[config.mk]
export PLATFORM = sky130hd
export DESIGN_NAME = spi_regif_slave
export DESIGN_NICKNAME = d
export VERILOG_FILES = /design/src/rtl/spi_regif_pkg.sv /design/src/rtl/spi_pin_sync.sv /design/src/rtl/spi_txn_fsm.sv /design/src/rtl/spi_tx_path.sv /design/src/rtl/spi_regif_slave.sv
export SDC_FILE = /design/constraint.sdc
export NUM_CORES = 1
export LEC_CHECK = 0
export BUFFER_PORTS_ARGS = -buffer_cell sky130_fd_sc_hd__buf_2
export CORE_ASPECT_RATIO = 0.5
export CORE_MARGIN = 3
export CORE_UTILIZATION = 50
export DETAILED_ROUTE_END_ITERATION = 10
export PLACE_DENSITY = 0.75
export SLEW_MARGIN = 20
export SYNTH_ARGS = -nofsm -noshare
export SYNTH_HDL_FRONTEND = slang
export SYNTH_SLANG_ARGS = --single-unit
[constraint.sdc]
create_clock -name clk -period 2 [get_ports clk]
set_clock_uncertainty 0.15 [all_clocks]
set_input_delay 0.1 -clock clk [delete_from_list [all_inputs] [get_ports clk]]
set_output_delay 0.1 -clock clk [all_outputs]
set_load 0.02 [all_outputs]
[src/rtl/spi_regif_pkg.sv]
package spi_regif_pkg;

    typedef enum logic [1:0] {
        ST_IDLE  = 2'd0,
        ST_CMD   = 2'd1,
        ST_WDATA = 2'd2,
        ST_RDATA = 2'd3
    } spi_state_e;

endpackage

[src/rtl/spi_pin_sync.sv]
module spi_pin_sync #(
    parameter int SYNC_STAGES = 2
) (
    input  logic clk,
    input  logic rst_n,
    input  logic cs_n_pin,
    input  logic sck_pin,
    input  logic sdi_pin,
    output logic cs_n_s,
    output logic sdi_s,
    output logic sck_rise,
    output logic sck_fall
);
    localparam int TOP = SYNC_STAGES - 1;

    logic [SYNC_STAGES-1:0] cs_pipe;
    logic [SYNC_STAGES-1:0] sck_pipe;
    logic [SYNC_STAGES-1:0] sdi_pipe;
    logic                   sck_prev;

    // All three pins go through equal-length pipes so data stays aligned to clock edges
    always_ff @(posedge clk or negedge rst_n) begin
        if (!rst_n) begin
            cs_pipe  <= '1;
            sck_pipe <= '1;
            sdi_pipe <= '0;
            sck_prev <= 1'b1;
        end else begin
            cs_pipe  <= {cs_pipe[TOP-1:0], cs_n_pin};
            sck_pipe <= {sck_pipe[TOP-1:0], sck_pin};
            sdi_pipe <= {sdi_pipe[TOP-1:0], sdi_pin};
            sck_prev <= sck_pipe[TOP];
        end
    end

    always_comb begin
        cs_n_s   = cs_pipe[TOP];
        sdi_s    = sdi_pipe[TOP];
        sck_rise = !cs_n_s &&  sck_pipe[TOP] && !sck_prev;
        sck_fall = !cs_n_s && !sck_pipe[TOP] &&  sck_prev;
    end

endmodule

[src/rtl/spi_txn_fsm.sv]
module spi_txn_fsm
    import spi_regif_pkg::*;
#(
    parameter int ADDR_W = 6,
    parameter int DATA_W = 8
) (
    input  logic              clk,
    input  logic              rst_n,
    input  logic              cs_n_s,
    input  logic              sdi_s,
    input  logic              sck_rise,
    input  logic              sck_fall,
    output spi_state_e        state,
    output logic [ADDR_W-1:0] reg_addr,
    output logic [DATA_W-1:0] reg_wdata,
    output logic              reg_we,
    output logic              tx_load,
    output logic              tx_shift
);
    localparam int CNT_W = $clog2(DATA_W);
    localparam logic [CNT_W-1:0] LAST_BIT = CNT_W'(DATA_W - 1);
    localparam int RW_BIT = DATA_W - 1;
    localparam int MS_BIT = DATA_W - 2;

    spi_state_e        state_d;
    logic [CNT_W-1:0]  bit_cnt;
    logic [DATA_W-1:0] rx_sh;
    logic [DATA_W-1:0] byte_in;
    logic [ADDR_W-1:0] addr_q;
    logic [DATA_W-1:0] wdata_q;
    logic              ms_q;
    logic              we_q;
    logic              inc_q;
    logic              byte_done;
    logic              in_data;

    always_comb begin
        byte_in   = {rx_sh[DATA_W-2:0], sdi_s};
        byte_done = sck_rise && (bit_cnt == LAST_BIT);
        in_data   = (state == ST_WDATA) || (state == ST_RDATA);
    end

    // Next-state logic
    always_comb begin
        state_d = state;
        if (cs_n_s) begin
            state_d = ST_IDLE;
        end else begin
            unique case (state)
                ST_IDLE:  state_d = ST_CMD;
                ST_CMD:   if (byte_done) state_d = byte_in[RW_BIT] ? ST_RDATA : ST_WDATA;
                ST_WDATA: state_d = ST_WDATA;
                ST_RDATA: state_d = ST_RDATA;
            endcase
        end
    end

    // State register
    always_ff @(posedge clk or negedge rst_n) begin
        if (!rst_n) state <= ST_IDLE;
        else        state <= state_d;
    end

    // Bit counter, receive shifter, address and write capture
    always_ff @(posedge clk or negedge rst_n) begin
        if (!rst_n) begin
            bit_cnt <= '0;
            rx_sh   <= '0;
            addr_q  <= '0;
            wdata_q <= '0;
            ms_q    <= 1'b0;
            we_q    <= 1'b0;
            inc_q   <= 1'b0;
        end else begin
            we_q  <= 1'b0;
            inc_q <= 1'b0;
            if (cs_n_s) begin
                bit_cnt <= '0;
            end else if (sck_rise) begin
                rx_sh   <= byte_in;
                bit_cnt <= (bit_cnt == LAST_BIT) ? '0 : bit_cnt + 1'b1;
            end
            if (state == ST_CMD && byte_done) begin
                ms_q   <= byte_in[MS_BIT];
                addr_q <= byte_in[ADDR_W-1:0];
            end
            if (state == ST_WDATA && byte_done) begin
                we_q    <= 1'b1;
                wdata_q <= byte_in;
            end
            // Step one cycle after the byte, so the strobe still sees the old address
            if (in_data && byte_done && ms_q) inc_q <= 1'b1;
            if (inc_q) addr_q <= addr_q + ADDR_W'(1);
        end
    end

    // Outputs
    always_comb begin
        reg_addr  = addr_q;
        reg_wdata = wdata_q;
        reg_we    = we_q;
        tx_load   = (state == ST_RDATA) && sck_fall && (bit_cnt == '0);
        tx_shift  = (state == ST_RDATA) && sck_fall && (bit_cnt != '0);
    end

    assert_cs_idle_R8: assert property (@(posedge clk) disable iff (!rst_n)
        cs_n_s |=> state == ST_IDLE);

    assert_we_single_R3: assert property (@(posedge clk) disable iff (!rst_n)
        reg_we |=> !reg_we);

    assert_we_from_write_R3: assert property (@(posedge clk) disable iff (!rst_n)
        reg_we |-> $past(state) == ST_WDATA);

    assert_addr_step_R4: assert property (@(posedge clk) disable iff (!rst_n)
        (reg_we && ms_q) |=> reg_addr == $past(reg_addr) + ADDR_W'(1));

    assert_addr_hold_R4: assert property (@(posedge clk) disable iff (!rst_n)
        (reg_we && !ms_q) |=> $stable(reg_addr));

endmodule

[src/rtl/spi_tx_path.sv]
module spi_tx_path #(
    parameter int DATA_W = 8
) (
    input  logic              clk,
    input  logic              rst_n,
    input  logic              cs_n_s,
    input  logic              three_wire,
    input  logic              tx_load,
    input  logic              tx_shift,
    input  logic [DATA_W-1:0] rdata,
    output logic              sdo,
    output logic              sdo_oe,
    output logic              sdi_out,
    output logic              sdi_oe
);
    logic [DATA_W-1:0] tx_sh;
    logic              active;

    always_ff @(posedge clk or negedge rst_n) begin
        if (!rst_n) begin
            tx_sh  <= '0;
            active <= 1'b0;
        end else begin
            if (tx_load)       tx_sh <= rdata;
            else if (tx_shift) tx_sh <= {tx_sh[DATA_W-2:0], 1'b0};
            if (cs_n_s)        active <= 1'b0;
            else if (tx_load)  active <= 1'b1;
        end
    end

    always_comb begin
        sdo     = tx_sh[DATA_W-1];
        sdi_out = tx_sh[DATA_W-1];
        sdo_oe  = active && !three_wire;
        sdi_oe  = active &&  three_wire;
    end

    assert_drive_starts_on_load_R5: assert property (@(posedge clk) disable iff (!rst_n)
        $rose(active) |-> $past(tx_load));

    assert_drive_ends_on_cs_R8: assert property (@(posedge clk) disable iff (!rst_n)
        cs_n_s |=> !(sdo_oe || sdi_oe));

endmodule

[src/rtl/spi_regif_slave.sv]
module spi_regif_slave
    import spi_regif_pkg::*;
#(
    parameter int ADDR_W      = 6,
    parameter int DATA_W      = 8,
    parameter int SYNC_STAGES = 2
) (
    input  logic              clk,
    input  logic              rst_n,
    input  logic              three_wire,
    input  logic              spi_cs_n,
    input  logic              spi_sck,
    input  logic              spi_sdi,
    output logic              spi_sdo,
    output logic              spi_sdo_oe,
    output logic              spi_sdi_out,
    output logic              spi_sdi_oe,
    output logic [ADDR_W-1:0] reg_addr,
    output logic [DATA_W-1:0] reg_wdata,
    output logic              reg_we,
    input  logic [DATA_W-1:0] reg_rdata
);
    logic       cs_n_s;
    logic       sdi_s;
    logic       sck_rise;
    logic       sck_fall;
    logic       tx_load;
    logic       tx_shift;
    spi_state_e state;

    spi_pin_sync #(.SYNC_STAGES(SYNC_STAGES)) u_sync (
        .clk      (clk),
        .rst_n    (rst_n),
        .cs_n_pin (spi_cs_n),
        .sck_pin  (spi_sck),
        .sdi_pin  (spi_sdi),
        .cs_n_s   (cs_n_s),
        .sdi_s    (sdi_s),
        .sck_rise (sck_rise),
        .sck_fall (sck_fall)
    );

    spi_txn_fsm #(.ADDR_W(ADDR_W), .DATA_W(DATA_W)) u_fsm (
        .clk       (clk),
        .rst_n     (rst_n),
        .cs_n_s    (cs_n_s),
        .sdi_s     (sdi_s),
        .sck_rise  (sck_rise),
        .sck_fall  (sck_fall),
        .state     (state),
        .reg_addr  (reg_addr),
        .reg_wdata (reg_wdata),
        .reg_we    (reg_we),
        .tx_load   (tx_load),
        .tx_shift  (tx_shift)
    );

    spi_tx_path #(.DATA_W(DATA_W)) u_tx (
        .clk        (clk),
        .rst_n      (rst_n),
        .cs_n_s     (cs_n_s),
        .three_wire (three_wire),
        .tx_load    (tx_load),
        .tx_shift   (tx_shift),
        .rdata      (reg_rdata),
        .sdo        (spi_sdo),
        .sdo_oe     (spi_sdo_oe),
        .sdi_out    (spi_sdi_out),
        .sdi_oe     (spi_sdi_oe)
    );

    assert_oe_read_only_R9: assert property (@(posedge clk) disable iff (!rst_n)
        (spi_sdo_oe || spi_sdi_oe) |-> state == ST_RDATA);

    assert_no_strobe_in_read_R9: assert property (@(posedge clk) disable iff (!rst_n)
        (spi_sdo_oe || spi_sdi_oe) |-> !reg_we);

endmodule

Yosys cells after proc, flatten, opt, wreduce, memory -nomap -nowiden

Cells that the tools add are included.

Bits of input ports: 14
Bits in registers: 45
Word-level logic and storage cells: 64

Add/sub/neg operators: 2
Eq/ne operators: 5
Bitwise logic cells: 1
Reduce and logical (&&, ||, !) cells: 27
Multiplexer cells: 15

Operators by type and width:

| operator                                       | count |
|---|---|
| 2-to-1 mux 8 bit                               | 2 |
| logical AND 1 bit                              | 14 |
| 2-to-1 mux 6 bit                               | 2 |
| 2-to-1 mux 3 bit                               | 3 |
| one-hot mux 2 bit (4 select lines)             | 1 |
| nonzero test 2 bit                             | 4 |
| adder 6 x 1 -> 6 bit (second input constant)   | 1 |
| 2-to-1 mux 1 bit                               | 5 |
| == test 2 bit (second input constant)          | 2 |
| logical NOT 1 bit                              | 4 |
| 2-to-1 mux 2 bit                               | 2 |
| adder 3 x 1 -> 3 bit (second input constant)   | 1 |
| == test 3 bit (second input constant)          | 1 |
| logical NOT 3 bit                              | 1 |
| != test 3 x 2 -> 1 bit (second input constant) | 1 |
| nonzero test 3 bit                             | 1 |
| == test 2 x 1 -> 1 bit (second input constant) | 1 |
| logical NOT 2 bit                              | 1 |
| AND reduction 2 bit                            | 1 |
| logical OR 1 bit                               | 1 |
| NOT 1 bit                                      | 1 |

Logic depth before layout (Yosys ltp)

Gate-level depths: netlist of run 1.

Depth in word-level cells: 7
Depth in mapped cells: 6
Gate-level depth less buffers: 5

Cells and area by module

From an unflattened synthesis of run 1, not the netlist that was laid out.

Cells, all modules: 151
Area, all modules: 1945.6 µm²

Modules (own cells, without submodules):

| module       | area each (µm²) | cells each | instances |
|---|---|---|---|
| spi_txn_fsm  | 1326.3          | 102        | 1 |
| spi_tx_path  | 422.9           | 40         | 1 |
| spi_pin_sync | 196.4           | 9          | 1 |

Worst setup path before layout of run 1

No wires, ideal clock.

Kind: register -> register
Start point: reg u_sync.sck_pipe[1]
End point: reg u_fsm.wdata_q[0], in the netlist u_fsm.reg_wdata[0]
Data arrival time: 1.700 ns
Setup slack: 0.025 ns
Cell stages (with the launch flop): 5
Period minus slack after synthesis: 1.975 ns
Path through: dfstp_2 or3b_1 buf_6 nor3_4 mux2_2

Word-level cells in the longest chain between the ends: 4

Ends and longest elaborated chain:

| item                           | RTL line           | source |
|---|---|---|
| start: declaration             | spi_pin_sync.sv:17 | `logic [SYNC_STAGES-1:0] sck_pipe;` |
| start signal: assignment       | spi_pin_sync.sv:30 | `sck_pipe <= {sck_pipe[TOP-1:0], sck_pin};` |
| logical AND 1 bit (2 in a row) | spi_pin_sync.sv:39 | `sck_rise = !cs_n_s && sck_pipe[TOP] && !sck_prev;` |
| logical AND 1 bit              | spi_txn_fsm.sv:39  | `byte_done = sck_rise && (bit_cnt == LAST_BIT);` |
| logical AND 1 bit              | spi_txn_fsm.sv:87  | `if (state == ST_WDATA && byte_done) begin` |
| end signal: assignment         | spi_txn_fsm.sv:89  | `wdata_q <= byte_in;` |
| end: declaration               | spi_txn_fsm.sv:30  | `logic [DATA_W-1:0] wdata_q;` |

No other way between the ends.
A chain may end at the register's enable or synchronous reset.

Worst setup path after layout of run 1

Start point: reg u_sync.sck_pipe[1]
End point: reg u_fsm.wdata_q[2], in the netlist u_fsm.reg_wdata[2]

The elaborated chain is that of the path after synthesis.

==> results of run 1 <==
==> sequential cells by signal, indices dropped and copies added, names as in the netlist, 3 cells and up <==
name,cells
u_fsm.rx_sh,7
u_fsm.bit_cnt,3
u_tx.tx_sh,8
u_fsm.reg_addr,6
u_fsm.reg_wdata,8
==> Yosys cell counts (all sizes together) <==
master | count | area [µm²]
nor4 | 3 | 18.8
buf | 3 | 30.0
nand2 | 27 | 101
o32ai | 1 | 8.76
and3b | 1 | 8.76
mux2i | 5 | 50.1
nand2b | 3 | 18.8
mux2 | 23 | 259
nor2 | 9 | 33.8
o21ai | 5 | 25.0
inv | 4 | 15.0
and2 | 4 | 25.0
or3 | 1 | 6.26
nor2b | 3 | 18.8
nor3b | 1 | 7.51
nand3 | 5 | 25.0
ha | 4 | 50.1
a211oi | 3 | 22.5
a21oi | 1 | 5.00
dfrtp | 40 | 1000
clkbuf | 6 | 22.5
dfstp | 5 | 131
a41oi | 1 | 8.76
a31oi | 4 | 25.0
nor3 | 4 | 31.3
or3b | 1 | 8.76
nand3b | 1 | 7.51
and3 | 1 | 6.26
a2bb2oi | 1 | 8.76
a32oi | 1 | 8.76
or2 | 1 | 6.26
==> layout make-up <==
cell class	instances	area [µm²]	share of cell area (%)
Timing Repair Buffer	42	260	10.9
Inverter	4	15.0	0.629
Clock inverter	1	30.0	1.26
Sequential cell	45	1130	47.5
Multi-Input combinational cell	114	798	33.5
Tap cell	51	63.8	2.67
Clock buffer	7	86.3	3.62
==> per-layer routing <==
layer	wire length, µm	vias to the layer above	track usage [%]	share of wire, %
li1	-	672	-	-
met1	1590	663	19.8	46
met2	1690	25	29.2	49
met3	167	2	5.24	4.8
met4	31	0	6.70	0.89
met5	0	-	0	0
==> per-stage QoR <==
stage | cell area, µm² | util, % | total power, mW | setup slack, ns
2_1_floorplan | 2000 | - | 1.07 | 0.0251
3_3_place_gp | 2220 | 61.2 | 1.12 | 0.120
3_5_place_dp | 2220 | 61.2 | 1.12 | 0.0529
4_1_cts | 2380 | 65.8 | 1.84 | 0.0474
5_1_grt | 2390 | 65.9 | 1.92 | 0.0305
6_report | 2390 | 65.9 | 1.81 | 0.0873
==> cell families (layout without fill, tap and decap cells) <==
kind of cell | after synthesis | after routing | share of synthesized area (%)
and+or+nand+nor | 65 | 65 | 16.2
buffers and inverters | 13 | 54 | 3.39
AOI/OAI and AO/OA | 17 | 17 | 5.64
DFF | 45 | 45 | 56.7
adders and majority gates | 4 | 4 | 2.51
muxes | 28 | 28 | 15.5
==> timing repair <==
| action | in CTS | in global routing |
|---|---|---|
| resized for setup | 0 | 1 |
| endpoints found under the hold margin | 44 | 0 |
| hold buffers | 5 | 0 |
| endpoints found under the setup margin | 0 | 1 |
==> critical path, cell delays in order, from the launching register on <==
cell     delay (ns)
dfstp_2        0.55
or3b_4         0.40
nor3_4         0.21
buf_12         0.15
mux2_2         0.33
==> power by group through the flow <==
stage               clock [mW]  sequential (mW)  combinational [mW]
global route             0.776             1.00               0.135
CTS                      0.729            0.996               0.119
finish                   0.701            0.995               0.117
global placement             0             1.01               0.107
detailed placement           0             1.01               0.112
floorplan                    0             1.00              0.0697
==> how the worst max path moves through the flow <==
stage | end | depth (start not counted) | from | slack [ns]
after floorplan | u_fsm.reg_wdata[0] | 4 | u_sync.sck_pipe[1] | 0.03
after global placement | u_fsm.reg_wdata[3] | 4 | u_sync.sck_pipe[1] | 0.12
after detailed placement | u_fsm.reg_wdata[2] | 4 | u_sync.sck_pipe[1] | 0.05
after CTS | u_fsm.reg_wdata[2] | 4 | u_sync.sck_pipe[1] | 0.05
after global routing | u_fsm.reg_wdata[7] | 4 | u_sync.sck_pipe[1] | 0.03
final | u_fsm.reg_wdata[2] | 4 | u_sync.sck_pipe[1] | 0.09
==> key figures, run 1 <==
Timing
  • Post-route clock period utilization: 95.6%
  • Final Max Slew Viols: 0
  • Setup Viol. Count Final: 0
  • Actual slew at the worst max-slew pin: 0.546 ns
  • Setup TNS: 0 ns
  • Fin Hold WS: ~0.016 ns
  • Top achievable clock speed: ~520 MHz
  • Post-layout min period: between 1.5 and 2 ns
  • RSZ-0062 raised after global routing: false
  • Fin. Hold Viols: 0
  • Slew HR: between 60% and 70%

Place
  • Placed cell count: 251
  • RePlAce Congestion: 0.795
  • DPL Wire Length: ~2400 µm
  • Port Buffers: 32

Detailed routing
  • Initial DRC Count: 65
  • Vias post-DR: 1,362
  • Final wirelength: 3480 µm
  • DRC viols: 0
  • DR pass1 iterations: 4
  • Vias per cell: 5.16
  • DR WL/cell: 13.2 µm
  • Post-route ant nets: 0

Global route
  • First-pass GRT wire length: 6150 µm
  • Initial antenna violation count: 0
  • Grt ovf: 0
  • Largest net degree at the start of global routing: 46
  • Overall routing resource usage: 16.9%
  • Vias in the first global route: 1,354

Flow run
  • Maxcap violations: 0

Yosys
  • Count of different cell masters after synthesis: 33
  • Yosys warning total: 0
  • Cells after synthesis: about 170
  • Mean post-synth cell area: 11.6 µm²
  • Mapped Area: 2000 µm²
  • Sequential fraction of the synthesis area: 56.7%
  • Flops & latches, synth: between 40 and 50
  • Mapped Nets: 190

Clocking
  • TritonCTS clock tree: done
  • Worst-skew pair later-pin latency: 0.29 ns
  • Clock Pin Slew Worst Setup and Hold Paths: 0.08 ns
  • CTS buffer count: 5
  • Post-CTS setup buffers: 0
  • CTS Buffer Depth: 2
  • Root buffer cell: clkbuf_8
  • H-tree depth: 2
  • Sink Count: 45

Setup path
  • Data required, critical path: just over 2 ns
  • FF-to-FF End: u_fsm.reg_wdata[2]
  • R2R Setup Slk: slightly below 0.09 ns
  • R2R depth: 4
  • Crit path capture type: flop
  • Max FO, Critical Path: 9
  • WS Path Type: flop to flop
  • Startpoint Class: flop
  • Worst Path Arrival: 1.94 ns
  • Reg2reg start: u_sync.sck_pipe[1]

Power
  • Worst VDD drop: 0.392 mV
  • P_int: 1.42 mW
  • Leakage: 1.22 nW
  • Pwr/cell area: 760 nW/µm²
  • Psw: 0.396 mW
  • Sw Ratio: 21.8%
  • Comb pwr share: 6.4%
  • Flop pwr share: 54.9%
  • Clock power share: 38.7%

Cells and area
  • Fillers: 277
  • Antenna cell count: 0
  • Commonest cells after routing, fill and taps aside: dfrtp_1 (40), buf_2 (32), nand2_1 (27)
  • Non-filler cells, final: 264
  • Area growth, synth to finish: 19.6%
  • Nets: 230
  • Share of cells above drive strength 1: 35.2%
  • Commonest non-fill, non-tap cell in the layout: dfrtp_1

Die
  • Die W: 95.3 µm
  • Chip height: 50.7 µm
  • Total Die Area: 4830 µm²
  • Core area: roughly 3600 µm²
  • # rows: 15
  • # IOs: 33
  • Initial Util: between 50% and 60%

Outcome
  • Status: completed

Worst hold path
  • Hold Crit Class: primary input to flop
  • Hold Path Stages: 3
  • Hold path start: reg_rdata[6]
  • End of the worst hold path: u_tx.tx_sh[6]
Power figures use the tool's default switching activity.
==> inputs of run 2 (changes only) <==
- GPL_TIMING_DRIVEN: unset -> 0
- clock period: 2 -> 1.6 ns (I/O delays scaled with it)
==> key figures, run 2 (synthesis gave the netlist of run 1 again) <==
Outcome
  • Status: finished, violations left
  • Failing checks: setup timing

Global route
  • First-pass GRT wire length: 7560 µm
  • Grt ovf: 0
  • Vias in the first global route: ~1,500
  • Initial antenna violation count: 0
  • Largest net degree at the start of global routing: 46
  • Overall routing resource usage: 21.1%

Power
  • Flop pwr share: 57.7%
  • Leakage: ~1.4 nW
  • Pwr/cell area: 765 nW/µm²
  • Psw: 0.577 mW
  • Comb pwr share: 10.8%
  • Worst VDD drop: a little under 0.6 mV
  • P_int: between 1.5 and 2 mW
  • Clock power share: around a third
  • Sw Ratio: 26.2%

Timing
  • Post-route clock period utilization: 120%
  • Setup TNS: -6.01 ns
  • Actual slew at the worst max-slew pin: roughly 0.97 ns
  • Post-layout min period: ~1.9 ns
  • Setup Viol. Count Final: 32
  • Top achievable clock speed: between 500 and 600 MHz
  • RSZ-0062 raised after global routing: true
  • Fin. Hold Viols: 0
  • Slew HR: 35.3%
  • PnR worst setup slack: -0.319 ns
  • Final Max Slew Viols: 0

Worst hold path
  • End of the worst hold path: u_tx.tx_sh[3]
  • Hold Crit Class: primary input to flop
  • Hold path start: reg_rdata[3]
  • Hold Path Stages: 3

Clocking
  • CTS buffer count: 5
  • Worst-skew pair later-pin latency: 0.31 ns
  • Root buffer cell: clkbuf_8
  • Sink Count: 45
  • TritonCTS clock tree: done
  • H-tree depth: 2
  • CTS Buffer Depth: 2
  • Clock Pin Slew Worst Setup and Hold Paths: 0.08 ns

Cells and area
  • Fillers: 217
  • Commonest cells after routing, fill and taps aside: dfrtp_1 (40), buf_2 (32), nand2_1 (27)
  • Non-filler cells, final: 284
  • Final Util: ~79%
  • Area growth, synth to finish: 44.2%
  • Post-route design area: 2880 µm²
  • Commonest non-fill, non-tap cell in the layout: dfrtp_1
  • Share of cells above drive strength 1: between 40% and 50%
  • Nets: 250
  • Antenna cell count: 0

Place
  • Port Buffers: 32
  • Placed cell count: between 200 and 300
  • Post-Place Cell Area: roughly 2300 µm²
  • Placement Setup Slack: -0.493 ns
  • DPL Wire Length: roughly 2800 µm
  • RePlAce Congestion: a little over 0.8

Setup path
  • Data required, critical path: 1.65 ns
  • Reg2reg start: u_sync.sck_pipe[1]
  • Worst Path Arrival: 1.97 ns
  • R2R depth: 4
  • Startpoint Class: flop
  • R2R Setup Slk: -0.32 ns
  • Max FO, Critical Path: 4
  • Crit-path cells: or3b_4 -> nor3_4 -> clkbuf_16 -> mux2_4
  • WS Path Type: flop to flop
  • Critical path's slowest cell: dfstp_2
  • FF-to-FF End: u_fsm.reg_wdata[3]
  • Worst stage delay on the critical path: 0.54 ns
  • Crit path capture type: flop

Detailed routing
  • Metal-1 WL: 2190 µm
  • Vias post-DR: 1,570
  • DR pass1 iterations: 4
  • DR WL/cell: 18.3 µm
  • Vias per cell: 5.53
  • Initial DRC Count: 133
  • Post-route ant nets: 0
  • Met3 WL: between 300 and 400 µm
  • Final wirelength: 5200 µm
  • Max Used Layer: met4
  • Metal2 WL: 2400 µm
  • DRC viols: 0

Die
  • Core area: 3620 µm²
  • Initial Util: about 55%
  • # IOs: 33
  • Die W: around 95 µm
  • # rows: 15
  • Chip height: ~51 µm
  • Total Die Area: 4830 µm²

Flow run
  • Maxcap violations: 0
[run 2: cell count changes in the layout (fill, tap and decap cells not counted), sizes merged]
cell / change
buf: +9
bufinv: -1
clkbuf: +4
clkinv: +2
dlygate4sd3: +6
[run 2: routing by layer]
layer / track usage, % / vias up
met3: 7.04 / 25
met4: 8.13 / 0
li1: - / 715
met1: 27.2 / 757
met2: 33.0 / 73
met5: 0 / -
[run 2: cell type report]
| cell class | instances | area (µm²) | area share (%) |
|---|---|---|---|
| flip-flops and latches | 45 | 1130 | 39.3 |
| multi-input cells | 114 | 1070 | 37.1 |
| repair buffers | 54 | 407 | 14.1 |
| plain buffers | 8 | 106 | 3.70 |
| clock buffers | 6 | 72.6 | 2.52 |
| well taps | 51 | 63.8 | 2.22 |
| inverters | 4 | 17.5 | 0.609 |
| clock inverters | 2 | 10.0 | 0.348 |
[run 2: power groups by stage]
stage	Clock, mW	Combinational [mW]	Sequential, mW
5_1_grt	0.765	0.262	1.28
3_3_place_gp	0	0.157	1.27
3_5_place_dp	0	0.166	1.27
2_1_floorplan	0	0.108	1.25
4_1_cts	0.702	0.209	1.25
6_report	0.692	0.239	1.27
[run 2: how the worst max path moves through the flow]
stage	startpoint	to	slack, ns	cells past startpoint
finish	u_sync.sck_pipe[1]	u_fsm.reg_wdata[3]	-0.32	4
global route	u_sync.sck_pipe[1]	u_fsm.reg_wdata[7]	-0.37	4
CTS	u_sync.sck_pipe[1]	u_fsm.reg_wdata[3]	-0.35	5
detailed placement	u_sync.sck_pipe[1]	u_fsm.reg_wdata[7]	-0.49	4
global placement	u_sync.sck_pipe[1]	u_fsm.reg_wdata[6]	-0.46	4
floorplan	u_sync.sck_pipe[1]	u_fsm.reg_wdata[0]	-0.33	4
[run 2: repair_timing]
action                                 CTS  global route
setup buffers                            7             3
endpoints found under the hold margin   49             1
gates cloned                             0             1
gates resized for setup                 23            32
hold buffers                            10             1
pin swaps                                8             9
setup endpoints to repair               33            35
[run 2: worst max-delay path, delay by kind of cell (launching register included)]
family / cells / cell delay [ns]
and+or+nand+nor: 2 / 0.63
muxes: 1 / 0.30
DFF: 1 / 0.54
buffers and inverters: 1 / 0.20
[run 2: per-stage QoR]
step                total power, mW  hold slack [ns]
floorplan                      1.36           -0.366
global placement               1.42           0.0346
detailed placement             1.44           0.0387
CTS                            2.16          0.00573
global route                   2.31          0.00434
finish                         2.20           0.0134
